[src/rtl/ptw_pkg.sv]
package ptw_pkg;
  // entry flag bit positions
  localparam int FLG_V = 0;
  localparam int FLG_R = 1;
  localparam int FLG_W = 2;
  localparam int FLG_X = 3;
  localparam int FLG_U = 4;
  localparam int FLG_N = 5;
  localparam int PPN_LSB = 10;
  localparam int PTE_SH = 3;
  localparam logic [3:0] MODE_PAGED = 4'd8;

  localparam logic [1:0] ACC_RD = 2'd0;
  localparam logic [1:0] ACC_WR = 2'd1;
  localparam logic [1:0] ACC_EX = 2'd2;

  typedef enum logic [1:0] {
    ST_IDLE,
    ST_ASK,
    ST_WAIT,
    ST_FIN
  } walk_state_t;
endpackage

[src/rtl/ptw_va_split.sv]
module ptw_va_split #(
  parameter int LEVELS = 3,
  parameter int IDX_W  = 9,
  parameter int OFF_W  = 12,
  parameter int LVL_W  = 2
) (
  input  logic [63:0]      va,
  input  logic [LVL_W-1:0] level,
  output logic [IDX_W-1:0] idx,
  output logic             canonical
);
  localparam int VA_TOP = OFF_W + IDX_W * LEVELS - 1;

  always_comb begin
    idx = '0;
    for (int k = 0; k < LEVELS; k++) begin
      if (level == LVL_W'(k)) idx = va[OFF_W + k*IDX_W +: IDX_W];
    end
  end

  assign canonical = (va[63:VA_TOP] == {(64-VA_TOP){va[VA_TOP]}});
endmodule

[src/rtl/ptw_entry_eval.sv]
module ptw_entry_eval
  import ptw_pkg::*;
#(
  parameter int LEVELS = 3,
  parameter int IDX_W  = 9,
  parameter int OFF_W  = 12,
  parameter int PPN_W  = 44,
  parameter int LVL_W  = 2,
  localparam int LOWP  = (LEVELS - 1) * IDX_W,
  localparam int LOW_W = OFF_W + LOWP,
  localparam int PA_W  = PPN_W + OFF_W
) (
  input  logic [PPN_W-1:0] ppn,
  input  logic [FLG_N-1:0] flags,
  input  logic [LVL_W-1:0] level,
  input  logic [LOW_W-1:0] va_low,
  input  logic [1:0]       acc,
  input  logic             user,
  output logic             fault,
  output logic             descend,
  output logic [PA_W-1:0]  paddr
);
  logic [LOWP-1:0]   low_ppn;
  logic [LEVELS-2:0] misal;
  logic              is_ptr, reserved, perm_ok;

  for (genvar j = 0; j < LEVELS - 1; j++) begin : g_fld
    logic take_va;
    assign take_va = level > LVL_W'(j);
    assign low_ppn[j*IDX_W +: IDX_W] = take_va ? va_low[OFF_W + j*IDX_W +: IDX_W]
                                               : ppn[j*IDX_W +: IDX_W];
    assign misal[j] = take_va && (ppn[j*IDX_W +: IDX_W] != '0);
  end

  always_comb begin
    case (acc)
      ACC_RD:  perm_ok = flags[FLG_R];
      ACC_WR:  perm_ok = flags[FLG_W];
      ACC_EX:  perm_ok = flags[FLG_X];
      default: perm_ok = 1'b0;
    endcase
  end

  assign is_ptr   = ~|flags[FLG_X:FLG_R];
  assign reserved = flags[FLG_W] & ~flags[FLG_R];

  assign fault = ~flags[FLG_V] | reserved
               | (is_ptr & (level == '0))
               | (~is_ptr & ((|misal) | ~perm_ok | (user & ~flags[FLG_U])));
  assign descend = flags[FLG_V] & ~reserved & is_ptr & (level != '0);
  assign paddr = {ppn[PPN_W-1:LOWP], low_ppn, va_low[OFF_W-1:0]};
endmodule

[src/rtl/pt_walk_top.sv]
module pt_walk_top
  import ptw_pkg::*;
#(
  parameter int LEVELS = 3,
  parameter int IDX_W  = 9,
  parameter int OFF_W  = 12,
  parameter int PA_W   = 56
) (
  input  logic            clk,
  input  logic            rst_n,
  input  logic            req_valid,
  output logic            req_ready,
  input  logic [63:0]     req_vaddr,
  input  logic [1:0]      req_acc,
  input  logic            req_user,
  input  logic [63:0]     xlat_ctrl,
  output logic            mem_req_valid,
  input  logic            mem_req_ready,
  output logic [PA_W-1:0] mem_req_addr,
  input  logic            mem_rsp_valid,
  input  logic [63:0]     mem_rsp_data,
  output logic            done,
  output logic            done_fault,
  output logic [PA_W-1:0] done_paddr,
  output logic [4:0]      done_perm
);
  localparam int PPN_W  = PA_W - OFF_W;
  localparam int LVL_W  = $clog2(LEVELS);
  localparam int VA_TOP = OFF_W + IDX_W * LEVELS - 1;
  localparam int LOW_W  = OFF_W + IDX_W * (LEVELS - 1);

  walk_state_t      state;
  logic [LVL_W-1:0] level;
  logic [PPN_W-1:0] base_ppn;
  logic [63:0]      va_q, va_sel;
  logic [1:0]       acc_q;
  logic             user_q;
  logic             res_fault;
  logic [PA_W-1:0]  res_paddr;
  logic [4:0]       res_perm;

  logic [IDX_W-1:0] cur_idx;
  logic             canon;
  logic             ent_fault, ent_descend;
  logic [PA_W-1:0]  ent_paddr;
  logic [PPN_W-1:0] rsp_ppn;
  logic             unused_bits;

  assign va_sel  = (state == ST_IDLE) ? req_vaddr : va_q;
  assign rsp_ppn = mem_rsp_data[PPN_LSB + PPN_W - 1:PPN_LSB];
  assign unused_bits = ^{mem_rsp_data[63:PPN_LSB + PPN_W], mem_rsp_data[PPN_LSB-1:FLG_N],
                         xlat_ctrl[59:PPN_W]};

  ptw_va_split #(.LEVELS(LEVELS), .IDX_W(IDX_W), .OFF_W(OFF_W), .LVL_W(LVL_W)) split_i (
    .va(va_sel), .level(level), .idx(cur_idx), .canonical(canon)
  );

  ptw_entry_eval #(.LEVELS(LEVELS), .IDX_W(IDX_W), .OFF_W(OFF_W), .PPN_W(PPN_W), .LVL_W(LVL_W)) eval_i (
    .ppn(rsp_ppn), .flags(mem_rsp_data[FLG_N-1:0]), .level(level), .va_low(va_q[LOW_W-1:0]),
    .acc(acc_q), .user(user_q), .fault(ent_fault), .descend(ent_descend), .paddr(ent_paddr)
  );

  always_ff @(posedge clk) begin
    if (!rst_n) begin
      state     <= ST_IDLE;
      level     <= '0;
      base_ppn  <= '0;
      va_q      <= '0;
      acc_q     <= '0;
      user_q    <= 1'b0;
      res_fault <= 1'b0;
      res_paddr <= '0;
      res_perm  <= '0;
    end else begin
      case (state)
        ST_IDLE: if (req_valid) begin
          va_q      <= req_vaddr;
          acc_q     <= req_acc;
          user_q    <= req_user;
          level     <= LVL_W'(LEVELS - 1);
          base_ppn  <= xlat_ctrl[PPN_W-1:0];
          res_fault <= 1'b0;
          res_perm  <= '0;
          res_paddr <= '0;
          if (xlat_ctrl[63:60] != MODE_PAGED) begin
            res_paddr <= req_vaddr[PA_W-1:0];
            state     <= ST_FIN;
          end else if (!canon) begin
            res_fault <= 1'b1;
            state     <= ST_FIN;
          end else begin
            state     <= ST_ASK;
          end
        end
        ST_ASK: if (mem_req_ready) state <= ST_WAIT;
        ST_WAIT: if (mem_rsp_valid) begin
          if (ent_fault) begin
            res_fault <= 1'b1;
            state     <= ST_FIN;
          end else if (ent_descend) begin
            base_ppn <= rsp_ppn;
            level    <= level - LVL_W'(1);
            state    <= ST_ASK;
          end else begin
            res_paddr <= ent_paddr;
            res_perm  <= mem_rsp_data[4:0];
            state     <= ST_FIN;
          end
        end
        ST_FIN: state <= ST_IDLE;
        default: state <= ST_IDLE;
      endcase
    end
  end

  assign req_ready     = (state == ST_IDLE);
  assign mem_req_valid = (state == ST_ASK);
  assign mem_req_addr  = {base_ppn, {OFF_W{1'b0}}} + (PA_W'(cur_idx) << PTE_SH);
  assign done          = (state == ST_FIN);
  assign done_fault    = res_fault;
  assign done_paddr    = res_paddr;
  assign done_perm     = res_perm;


  done_pulse_chk: assert property (@(posedge clk) disable iff (!rst_n) done |=> !done);


  mem_hold_chk: assert property (@(posedge clk) disable iff (!rst_n)
    mem_req_valid && !mem_req_ready |=> mem_req_valid && $stable(mem_req_addr));


  noncanon_chk: assert property (@(posedge clk) disable iff (!rst_n)
    req_valid && req_ready && (xlat_ctrl[63:60] == MODE_PAGED) &&
    (req_vaddr[63:VA_TOP] != {(64-VA_TOP){req_vaddr[VA_TOP]}})
    |=> done && done_fault && !mem_req_valid);


  bare_chk: assert property (@(posedge clk) disable iff (!rst_n)
    req_valid && req_ready && (xlat_ctrl[63:60] != MODE_PAGED)
    |=> done && !done_fault && (done_paddr == $past(req_vaddr[PA_W-1:0])));


  one_out_chk: assert property (@(posedge clk) disable iff (!rst_n)
    mem_req_valid && mem_req_ready |=> !mem_req_valid);
endmodule

[config.mk]
export PLATFORM = sky130hd
export DESIGN_NAME = pt_walk_top
export DESIGN_NICKNAME = d
export VERILOG_FILES = /design/src/rtl/ptw_pkg.sv /design/src/rtl/ptw_va_split.sv /design/src/rtl/ptw_entry_eval.sv /design/src/rtl/pt_walk_top.sv
export SDC_FILE = /design/constraint.sdc
export NUM_CORES = 1
export LEC_CHECK = 0
export ABC_AREA = 1
export CAP_MARGIN = 20
export CORE_MARGIN = 8
export CORE_UTILIZATION = 44
export DETAILED_ROUTE_END_ITERATION = 6
export PLACE_DENSITY = 0.77
export RECOVER_POWER = 50
export SYNTH_ARGS = -nofsm -noshare
export SYNTH_HDL_FRONTEND = slang
export SYNTH_SLANG_ARGS = --single-unit
[constraint.sdc]
create_clock -name clk -period 2.9 [get_ports clk]
set_clock_uncertainty 0.1 [all_clocks]
set_input_delay 0.435 -clock clk [delete_from_list [all_inputs] [get_ports clk]]
set_output_delay 0.435 -clock clk [all_outputs]
set_load 0.005 [all_outputs]
==> results of run 1 <==
worst max-delay path by stage:
| stage | start | end | slack, ns |
|---|---|---|---|
| after floorplan | level[1] | mem_req_addr[10] | 0.53 |
| after global placement | level[1] | mem_req_addr[8] | 0.13 |
| after detailed placement | mem_rsp_data[25] | done_paddr[1] | 0.16 |
| after CTS | level[1] | mem_req_addr[6] | 0.003 |
| after global routing | level[1] | mem_req_addr[8] | 0.005 |
| final | level[1] | mem_req_addr[10] | 0.16 |
worst max-delay path, delay by kind of cell, from the launching register on:
kind | cells | cell delay, ns
adders and majority gates | 1 | 0.20
DFF | 1 | 0.34
and+or+nand+nor | 2 | 0.22
AOI/OAI and AO/OA | 3 | 0.41
buffers and inverters | 4 | 0.59
through the flow:
stage	setup slack, ns	cell area (um2)	instances	hold slack [ns]
2_1_floorplan	0.531	8380	1229	0.325
3_3_place_gp	0.134	11300	1684	0.334
3_5_place_dp	0.161	11300	1684	0.339
4_1_cts	0.00328	12000	1716	0.273
5_1_grt	0.00541	12000	1720	0.293
6_report	0.164	12000	1720	0.303
cells in the final DEF, fill, tap and decap left out, types with 3 or more instances in the layout:
cell and instances:
nor2_4 4, o21ai_1 34, inv_6 4, clkdlybuf4s50_1 169, dlygate4sd2_1 7, o22ai_1 4
clkbuf_16 17, o31ai_1 18, dfxtp_1 176, nor3_1 3, nand3b_1 3, conb_1 3
a21oi_1 77, dlygate4sd3_1 107, clkinv_2 3, diode_2 4, nand2_1 194, inv_2 5
nand3_1 54, nor2_1 225, o21ai_0 203, buf_12 4, inv_1 60, buf_4 24
inv_8 4, nand4_1 4, nand2_2 5, a31oi_1 45, o22ai_2 3
Yosys cell counts, drive strengths merged:
library cell / instances
nand4: 4
buf: 44
o32ai: 1
xor2: 1
nand3b: 3
inv: 67
nand3: 54
o31ai: 18
clkbuf: 50
o22ai: 7
clkinv: 1
o21ai: 237
a31oi: 45
nand2: 200
nor2: 230
or2: 3
dfxtp: 177
conb: 1
a21oi: 78
nor3: 3
ha: 3
cells by family (layout without fill, tap and decap cells):
kind of cell	Yosys count	in the layout	share of synthesized area (%)
adders and majority gates	3	3	0.449
xor gates and xnor gates	1	1	0.105
DFF	177	177	42.3
buffers and inverters	162	415	8.66
and+or+nand+nor	497	497	23.9
AOI/OAI and AO/OA	386	386	24.5
other	1	7	0.0448
report_power, final:
| part | leakage (nW) | total (mW) | switching, mW | internal [mW] |
|---|---|---|---|---|
| clock | 0.292 | 2.38 | 1.08 | 1.30 |
| sequential | 1.46 | 3.68 | 0.424 | 3.25 |
| combinational | 3.39 | 5.34 | 3.07 | 2.27 |
| total | 5.15 | 11.4 | 4.57 | 6.83 |
final cells by class:
cell class,count,area [um2],share of cell area (%)
multi-input cells,890,4150,34.7
flip-flops and latches,177,3540,29.6
clock buffers,17,425,3.55
clock inverters,15,174,1.45
inverters,68,259,2.16
diodes,4,10.0,0.0835
repair buffers,315,3130,26.1
well taps,234,293,2.44
flip-flops by register name, summed over array words and instances, names as in the netlist:
| signal | flops |
|---|---|
| va_q | 64 |
| done_paddr | 56 |
| base_ppn | 44 |
| done_perm | 5 |
| acc_q | 2 |
| level | 2 |
| state | 2 |
| done_fault | 1 |
| user_q | 1 |
repair_timing:
action / CTS / global route
endpoints found under the setup margin: 9 / 2
cloned: 0 / 0
resized for setup: 19 / 3
pin swaps: 3 / 0
per-layer routing:
layer  vias up  wire [um]
met5         -          0
met4         0       1150
met3        67       2790
met2       431      13700
met1      4186      13000
li1       4587          -
==> impl_metrics.ini, run 1 <==
[worst_hold_path]
min_to = done_paddr[20]
min_path_cells = 3
hp-start = rst_n
hold_class = in2reg

[route]
num_vias = 9271
drt_iter0_markers = 780
via_per_inst = 5.39
wl_per_cell_um = 17.8
remaining_drc_errors = 0
finalWirelength_mm = 30.7
drtAntennaViolNets = 0
firstDrtPassIters = 5

[grt]
busiest_layer = met2
grtUsageTotal_pct = 25.2
grt_max_degree = 159
grt_overflow = 0
grt_util_met3_pct = 7.46
antenna_found_initial = 4
grt_pass1_wl_mm = 48.2
met2_usage_pct = 39.0
grt_pass1_vias = 8902
grt.met1_usage_pct = 31.6

[clock_network]
post_cts_buffers = 0
hold_buffers = 0
cts_tree = done
cts_buffer_depth = 2
cts.sinks = 177
cts_buffers = 17
cts_root_buffer = clkbuf_16
htreeDepth = 4
clk_pin_slew_worst_paths_ns = 0.07
clk_latency_ns = 0.43

[die]
ios = 321
num_rows = 50
core_mm2 = 0.0187
start_util_pct = 44.7
die_area_mm2 = 0.0237
die_y_um = 154
dieWidth_um = 154

[sta]
setup_viol = 0
slew_headroom_pct = 15.8
fin_crit_sh_pct = 94.3
tightest_slew_ns = 1.26
min_period_ns = 2.74
drv_slew = 0
rsz0062_at_grt = no
hold_viol = 0
max_freq_ghz = 0.366
tns_ns = 0

[setup_path]
critPathLaunchType = flop
critPathCaptureType = primary output
cp_cell_sequence = inv_2 > ha_1 > inv_2 > nor2_4 > buf_4 > o21ai_0 > o22ai_1 > nand2_1 > o21ai_0 > dlygate4sd2_1
r2r_slack_ns = 0.30
slowest_stage = dfxtp_1
required_ns = 2.37
cp.arrival_ns = 2.20
cp_max_fo = 7
rr_startpoint = state[0]
r2r-end = va_q[26]
cpPeakStageDelay_ns = 0.34
crit_type = reg2out
reg2reg_depth = 7

[placed_design]
dp_hpwl_mm = 21.5
numPortBuffers = 286
gp_congestion = 0.875

[layout]
final_core_util_pct = 64.1
nFillCells = 1691
drive_gt1_share_pct = 6.01
area_growth_pct = 43.2
fin_nets = 1672

[power]
vdd_ir_drop_max_v = 0.000629
leakage_nw = 5.15
total_power_mw = 11.4
p_per_area_mw_per_mm2 = 951

[yosys]
synth.area.top_cells = dfxtp_1 42%, o21ai_0 12%, nor2_1 10%
syn_inst = 1227
yosysSeqAreaShare_pct = 42.3
synth_top_area_share_pct = 42.3
synth.ff_latch_count = 177
yosysTopAreaCell = dfxtp_1
synth.distinct_cells = 34
ys_warn_count = 0
syn_area_per_cell_um2 = 6.82
synth_area_mm2 = 0.00837

[status]
outcome = finished clean

[run]
drv_cap = 0
Power figures use the tool's default switching activity.
==> run 2, diff against run 1 <==
--- a/config.mk
+++ b/config.mk
@@ -7,10 +7,12 @@
 export LEC_CHECK = 0
 export ABC_AREA = 1
 export CAP_MARGIN = 20
+export CELL_PAD_IN_SITES_DETAIL_PLACEMENT = 1
+export CELL_PAD_IN_SITES_GLOBAL_PLACEMENT = 2
 export CORE_MARGIN = 8
-export CORE_UTILIZATION = 44
+export CORE_UTILIZATION = 23
 export DETAILED_ROUTE_END_ITERATION = 6
-export PLACE_DENSITY = 0.77
+export PLACE_DENSITY = 0.78
 export RECOVER_POWER = 50
 export SYNTH_ARGS = -nofsm -noshare
 export SYNTH_HDL_FRONTEND = slang
==> run 2 against run 1 <==
Net effect: largest power group unchanged; global-route usage is 7.9 points lower; flip-flop and latch count stayed put; critical path depth stayed put; wire length is 23% higher; die area is 80% higher; utilization is 30 points lower; critical endpoint is now mem_req_addr[8].
==> impl_metrics.ini, run 2 (same netlist as run 1, synthesis figures left out) <==
[clock_network]
cts.sinks = 177
clk_latency_ns = 0.44
cts_root_buffer = clkbuf_16
cts_buffers = 17
post_cts_buffers = 0
clk_pin_slew_worst_paths_ns = 0.07
cts_buffer_depth = 2
cts_tree = done
htreeDepth = 4

[die]
core_mm2 = 0.0363
die_area_mm2 = 0.0427
dieWidth_um = 207
num_rows = 70
die_y_um = 207
start_util_pct = 23.1
ios = 321

[power]
seqPwrFrac_pct = 31.7
comb_power_share_pct = 48.7
p_sw_share_pct = 41.1
total_power_mw = 11.6
p_per_area_mw_per_mm2 = 945
p_switching_mw = 4.76
internal_power_mw = 6.81
pwr-share-clk_pct = 19.6
leakage_nw = 5.09
vdd_ir_drop_max_v = 0.000540

[setup_path]
cp.arrival_ns = 2.17
crit_type = reg2out
slowest_stage = dfxtp_1
reg2reg_depth = 7
required_ns = 2.37
cp_max_fo = 5
cp.buffers_inverters = 4
cp.depth = 10
critPathLaunchType = flop
critPathCaptureType = primary output
cp_cell_sequence = inv_1 > ha_2 > inv_2 > nor2_4 > buf_4 > o21ai_0 > o22ai_2 > nand2_1 > o21ai_0 > clkdlybuf4s15_1
cp_top_family = buffers and inverters
cpPeakStageDelay_ns = 0.31
crit_path_frequent_cell = o21ai_0

[layout]
area_growth_pct = 46.4
final_common_cell = nor2_1
final_cell_mix = 224 x nor2_1, 203 x o21ai_0, 194 x nand2_1
largest_reg_flops = 64
drive_gt1_share_pct = 5.81
largest-register = va_q
nFillCells = 4485
instances_no_fill = 1949
fin_nets = 1670

[grt]
grt_max_degree = 77
grt_pass1_wl_mm = 56.9
grtUsageTotal_pct = 17.3
grt_pass1_vias = 9479
grt_overflow = 0
antenna_found_initial = 3

[route]
firstDrtPassIters = 5
drt_iter0_markers = 400
drtAntennaViolNets = 0
wl_per_cell_um = 19.4
via_per_inst = 4.69
finalWirelength_mm = 37.7
remaining_drc_errors = 0
num_vias = 9150

[placed_design]
place_inst = 1916
gp_congestion = 0.771
pre_cts_ws_ns = 0.0808
dp_hpwl_mm = 27.4
numPortBuffers = 286

[sta]
hold_viol = 0
tightest_slew_ns = 1.39
min_period_ns = 2.71
setup_viol = 0
fin_crit_sh_pct = 93.4
drv_slew = 0
setup_slack_ns = 0.192
max_freq_ghz = 0.369
slew_headroom_pct = 7.32

[worst_hold_path]
hold_class = reg2reg
min_path_cells = 2

[run]
drv_cap = 0

[status]
outcome = finished clean
-- run 2: final timing paths --
path,from,endpoint,slack [ns]
max,level[1],mem_req_addr[8],0.19
min reg2reg,va_q[0],va_q[0],0.35
max reg2reg,state[0],va_q[49],0.38
min,va_q[0],va_q[0],0.35
-- run 2: what timing repair did --
action,CTS,global route
pin swaps,3,2
endpoints found under the setup margin,9,6
hold buffers,0,0
resized for setup,17,8
-- run 2: area by class of cell --
cell class                 instances  area (um2)  area share (%)
sequential                       177        3550            29.0
multi-input combinational        890        4160            34.0
clock buffer                      23         468            3.82
antenna                            1        2.50          0.0204
clock inverter                     9        81.3           0.664
inverter                          68         259            2.11
timing repair buffer             313        3140            25.7
tap                              468         586            4.78
-- run 2: metal layers --
layer / share of wire (%) / vias up / track usage, %
met5: 0.11 / - / 0
met3: 6.4 / 29 / 5.18
li1: - / 4571 / -
met1: 45 / 4344 / 21.9
met4: 1.3 / 6 / 4.03
met2: 47 / 200 / 28.6
-- run 2: worst register-to-register path, delay by kind of cell, from the launching register on --
family                 cells  cell delay [ns]
AND/OR/NAND/NOR            2             0.23
buffers and inverters      3             1.32
AO/OA/AOI/OAI              2             0.42
flip-flops                 1             0.35
-- run 2: stage by stage --
| step | TNS, ns | hold WS (ns) | util (%) | instance area (um2) |
|---|---|---|---|---|
| 2_1_floorplan | 0 | 0.325 | - | 8380 |
| 5_1_grt | -0.00905 | 0.378 | 33.8 | 12200 |
| 4_1_cts | 0 | 0.352 | 33.8 | 12200 |
| 6_report | 0 | 0.349 | 33.8 | 12200 |
| 3_5_place_dp | 0 | 0.342 | 32.2 | 11700 |
| 3_3_place_gp | 0 | 0.335 | 32.2 | 11700 |
-- run 2: power groups by stage --
| stage | sequential [mW] | combinational (mW) | clock (mW) |
|---|---|---|---|
| 6_report | 3.67 | 5.63 | 2.27 |
| 5_1_grt | 3.79 | 6.30 | 2.46 |
| 3_3_place_gp | 3.72 | 5.90 | 0 |
| 2_1_floorplan | 3.74 | 2.87 | 0 |
| 3_5_place_dp | 3.75 | 5.98 | 0 |
| 4_1_cts | 3.71 | 5.97 | 2.36 |
